$ cat config.mk
export PLATFORM = sky130hd
export DESIGN_NAME = cl_lock_fsm
export DESIGN_NICKNAME = d
export VERILOG_FILES = /design/src/rtl/cl_pkg.sv /design/src/rtl/cl_lock_fsm.sv
export SDC_FILE = /design/constraint.sdc
export NUM_CORES = 1
export LEC_CHECK = 0
export ABC_AREA = 1
export CORE_MARGIN = 10
export CORE_UTILIZATION = 35
export DETAILED_ROUTE_END_ITERATION = 8
export DONT_BUFFER_PORTS = 1
export GPL_ROUTABILITY_DRIVEN = 0
export PLACE_DENSITY = 0.46
export SLEW_MARGIN = 20
export SYNTH_ARGS = -nofsm -noshare
export SYNTH_HDL_FRONTEND = slang
export SYNTH_SLANG_ARGS = --single-unit
$ cat constraint.sdc
create_clock -name clk -period 1.9 [get_ports clk]
set_input_delay 0.19 -clock clk [delete_from_list [all_inputs] [get_ports clk]]
set_output_delay 0.19 -clock clk [all_outputs]
set_load 0.005 [all_outputs]
$ cat src/rtl/cl_pkg.sv
package cl_pkg;
  typedef enum logic [1:0] {
    ST_SEARCH = 2'd0,
    ST_VERIFY = 2'd1,
    ST_LOCKED = 2'd2
  } lock_state_t;
endpackage

$ cat src/rtl/cl_lock_fsm.sv
module cl_lock_fsm
  import cl_pkg::*;
#(
  parameter int SPACING     = 64,
  parameter int LOCK_COMMAS = 3
) (
  input  logic clk,
  input  logic rst,
  input  logic in_valid,
  input  logic in_comma,
  output logic locked,
  output logic realign_req,
  output logic chk_window
);
  localparam int POS_W = $clog2(SPACING);
  localparam int CNT_W = $clog2(LOCK_COMMAS + 1);
  localparam logic [POS_W-1:0] SLOT = POS_W'(SPACING - 1);
  localparam logic [CNT_W-1:0] LAST = CNT_W'(LOCK_COMMAS - 1);

  lock_state_t state_q, state_n;
  logic [POS_W-1:0] pos_q, pos_n;
  logic [CNT_W-1:0] cnt_q, cnt_n;
  logic at_slot, misplaced;

  assign at_slot   = (pos_q == SLOT);
  assign misplaced = in_valid && (in_comma != at_slot);

  always_comb begin
    state_n = state_q;
    pos_n   = pos_q;
    cnt_n   = cnt_q;
    if (in_valid) begin
      if (state_q == ST_SEARCH) begin
        if (in_comma) begin
          state_n = ST_VERIFY;
          pos_n   = '0;
          cnt_n   = '0;
        end
      end else if (misplaced) begin
        state_n = ST_SEARCH;
        pos_n   = '0;
        cnt_n   = '0;
      end else if (in_comma) begin
        pos_n = '0;
        if (state_q == ST_VERIFY) begin
          if (cnt_q == LAST) state_n = ST_LOCKED;
          else               cnt_n   = cnt_q + 1'b1;
        end
      end else begin
        pos_n = pos_q + 1'b1;
      end
    end
  end

  always_ff @(posedge clk) begin
    if (rst) begin
      state_q     <= ST_SEARCH;
      pos_q       <= '0;
      cnt_q       <= '0;
      locked      <= 1'b0;
      realign_req <= 1'b1;
    end else begin
      state_q     <= state_n;
      pos_q       <= pos_n;
      cnt_q       <= cnt_n;
      locked      <= (state_n == ST_LOCKED);
      realign_req <= (state_n != ST_LOCKED);
    end
  end

  assign chk_window = (state_q == ST_LOCKED) && !at_slot;

  // lock is only ever gained on a comma
  assert_lock_on_comma_R2: assert property (@(posedge clk) disable iff (rst)
    $rose(locked) |-> $past(in_valid && in_comma));
  // early comma while locked drops lock
  assert_early_comma_drop_R3: assert property (@(posedge clk) disable iff (rst)
    (locked && in_valid && in_comma && !at_slot) |=> !locked);
  // missing comma while locked drops lock
  assert_missing_comma_drop_R4: assert property (@(posedge clk) disable iff (rst)
    (locked && in_valid && !in_comma && at_slot) |=> !locked);
  // realign request mirrors lock
  assert_realign_inverse_R5: assert property (@(posedge clk) disable iff (rst)
    locked != realign_req);
  // idle cycles leave lock and position untouched
  assert_idle_stable_R6: assert property (@(posedge clk) disable iff (rst)
    !in_valid |=> ($stable(locked) && $stable(pos_q)));
endmodule

==> load_flow_metrics.sql <==
INSERT INTO impl_metrics (metric_group, metric, value, unit) VALUES
('yosys', 'post_synth.cell_area_avg', '7.24', 'sq um'),
('worst_setup_path', 'cp.arrival', '1.31', 'ns'),
('route', 'routed-via-count', '562', ''),
('finish', 'nets', '101', ''),
('yosys', 'post_synth_instance_area', '644', 'sq um'),
('finish', 'layout.core_utilization', '41.4', '%'),
('sta', 'final_period_minus_worst_setup_slack', '1.50', 'ns'),
('route', 'detail_route.drc_violations', '0', ''),
('worst_setup_path', 'critical_path.max_stage_delay', '0.34', 'ns'),
('finish', 'n_fill_cell', '199', ''),
('cts', 'clockBufferDepth', '2', ''),
('yosys', 'yosys.cell_types.count', '19', ''),
('finish', 'fin_cells', '119', ''),
('cts', 'cts_htree_levels', '1', ''),
('global_route', 'grt_usage', '7.00', '%'),
('route', 'drt-initial-drc-count', '13', ''),
('finish', 'layout.cells.most_common_list', '14 x nand2_1, 12 x dfxtp_1, 11 x inv_1, 11 x nand3_1, 8 x nor2_1', ''),
('worst_setup_path', 'crit_family', 'flip-flops', ''),
('floorplanning', 'initial_utilization', '36.9', '%'),
('cts', 'insertion_delay', '0.27', 'ns'),
('route', 'detail_route.wirelength', '1.37', 'mm'),
('sta', 'timing.fmax', '0.666', 'GHz'),
('sta', 'report.final.slew_viol_count', '0', ''),
('worst_setup_path', 'critical_path_class', 'reg -> out', ''),
('yosys', 'register_area_share_after_synthesis', '37.3', '%'),
('status', 'status', 'finished, final reports clean', ''),
('cts', 'post_cts.resized_instances', '0', ''),
('finish', 'area.sequential', '240', 'sq um'),
('global_route', 'overflow', '0', ''),
('cts', 'clkTransAtPathRegs', '0.08', 'ns'),
('sta', 'slew-limit-headroom', '74.6', '%'),
('cts', 'cts_buffers', '3', ''),
('sta', 'report.final.hold_viol_count', '0', ''),
('sta', 'fin_skew', '0.00381', 'ns'),
('finish', 'layout.cells.most_common', 'nand2_1', ''),
('cts', 'cts_tree', 'done', ''),
('worst_setup_path', 'crit_slowest_cell', 'dfxtp_1', ''),
('route', 'postRouteAntennaNets', '0', ''),
('finish', 'layout-area-overhead-vs-synth', '12.0', '%'),
('worst_setup_path', 'timing.critical_path.buf_inv', '0', ''),
('route', 'drt-pass1-iter-count', '4', ''),
('global_route', 'antenna_found_initial', '0', ''),
('yosys', 'syn-instance-count', '89', ''),
('placement', 'dpl_cell_area', '676', 'sq um'),
('sta', 'timing.setup.tns', '0', 'ns'),
('finish', 'multi_input_area', '344', 'sq um'),
('route', 'post_drt_via_cell_ratio', '4.72', ''),
('finish', 'diodes', '0', ''),
('cts', 'cts_root_buffer', 'clkbuf_4', ''),
('cts', 'clock_sinks', '12', ''),
('sta', 'timing_worst_slew_pin_value', '0.379', 'ns'),
('global_route', 'largest_net_degree_at_the_start_of_global_routing', '8', ''),
('sta', 'final_setup_violation_count', '0', ''),
('placement', 'place.detailed.hpwl', '1.07', 'mm'),
('hold_path', 'min-delay-path-class', 'in -> reg', ''),
('floorplanning', 'floorplan.rows', '15', ''),
('placement', 'place.port_buffers', '0', ''),
('yosys', 'mappedNetlistNets', '95', ''),
('pwr', 'power.density', '716', 'nW/um^2'),
('floorplanning', 'floorplan.core_area', '1750', 'sq um'),
('floorplanning', 'fp.dieH', '62.9', 'microns'),
('global_route', 'first_global_vias', '503', ''),
('worst_setup_path', 'timing.reg2reg.setup_slack', '0.45', 'ns'),
('sta', 'final_worst_path_cycle_share', '79.1', '%'),
('flow_run', 'cap_viol_max_count', '0', ''),
('finish', 'final_area', '722', 'sq um'),
('route', 'drt-wirelength-per-cell', '11.5', 'microns'),
('finish', 'layout-drive-gt1-share', '22.3', '%'),
('pwr', 'static-leakage-power', '0.335', 'nW'),
('floorplanning', 'die-area', '3960', 'sq um'),
('placement', 'placed_cells_incl_taps', '114', ''),
('worst_setup_path', 'worstSetupStartpointType', 'flip-flop', ''),
('pwr', 'p_total', '0.517', 'mW'),
('yosys', 'yosys_warnings', '0', ''),
('sta', 'grt_setup_unrepaired', 'no', ''),
('worst_setup_path', 'worstPathCellList', 'ha_1 -> nand2_2 -> nor2_2 -> a211oi_1', ''),
('worst_setup_path', 'timing.critical_path.fanout_max', '4', ''),
('global_route', 'grt_pass1_wl', '2.17', 'mm'),
('pwr', 'worst_ir_drop_vdd', '0.000369', 'V'),
('yosys', 'yosys_register_bits', '12', ''),
('floorplanning', 'pin_count', '7', ''),
('worst_setup_path', 'endpoint_kind', 'output pin', ''),
('floorplanning', 'chipWidth', '62.9', 'microns'),
('worst_setup_path', 'critical_path_required', '1.71', 'ns');
[final timing paths]
| path | startpoint | to | depth (start not counted) |
|---|---|---|---|
| setup reg to reg | pos_q[1]$_SDFFE_PP0P_ | pos_q[3]$_SDFFE_PP0P_ | 8 |
| hold / removal | rst | state_q[1]$_SDFF_PP0_ | 3 |
| setup / recovery | pos_q[0]$_SDFFE_PP0P_ | chk_window | 4 |
| hold reg to reg | pos_q[1]$_SDFFE_PP0P_ | pos_q[1]$_SDFFE_PP0P_ | 2 |
[layout make-up]
class	count	share of cell area, %
Multi-Input combinational cell	61	47.7
Clock buffer	4	5.03
Timing Repair Buffer	1	1.39
Sequential cell	12	33.3
Inverter	16	8.32
Tap cell	25	4.33
[cell families (layout without fill, tap and decap cells)]
| kind of cell | count (synthesis) | count (layout) | share of synthesized area (%) |
|---|---|---|---|
| AND/OR/NAND/NOR | 49 | 49 | 39.0 |
| flip-flops | 12 | 12 | 37.3 |
| buffers and inverters | 16 | 21 | 9.32 |
| XOR/XNOR | 2 | 2 | 2.72 |
| adder cells (fa/ha/maj) | 2 | 2 | 3.88 |
| AO/OA/AOI/OAI | 8 | 8 | 7.77 |
[worst min-delay path, stage by stage]
cell	delay, ns
a21oi_1	0.02
nand2_1	0.06
inv_2	0.04
[sequential cells by signal, indices dropped and copies added, names as in the netlist]
register     count
pos_q            6
cnt_q            2
state_q          2
locked           1
realign_req      1
[report_power, final]
group          internal, mW  leakage (nW)  switching, mW
clock                 0.116        0.0210         0.0886
sequential            0.257        0.0973        0.00393
combinational        0.0184         0.217         0.0326
total                 0.392         0.335          0.125
[through the flow]
stage / setup WS (ns) / hold WS [ns]
floorplan: 0.610 / 0.259
global placement: 0.503 / 0.265
detailed placement: 0.459 / 0.262
CTS: 0.370 / 0.0726
global route: 0.319 / 0.0703
finish: 0.398 / 0.0824
[repair_timing]
action	CTS	global route
hold buffers	1	0
hold endpoints to repair	2	0
buffers inserted	0	0
[routing by layer]
metal,up-vias,routed length (microns),GRT usage (%),share of wire (%)
met1,247,695,8.12,51
met2,11,540,9.64,40
li1,300,-,-,-
met3,4,102,3.41,7.5
met4,0,26,5.03,1.9
met5,-,0,0,0
[cells in the mapped netlist, drive strengths merged]
master	count	area share, %
a21oi	3	2.3
nand2	21	15
dfxtp	12	37
a21o	1	1.2
inv	16	9.3
xor2	2	2.7
nand3	13	12
nor2	10	6.6
a211oi	1	1.2
ha	2	3.9
o21ai	2	1.6
nand4	5	5.8
o211a	1	1.6
Note: power is estimated with default switching activity, not from simulation.
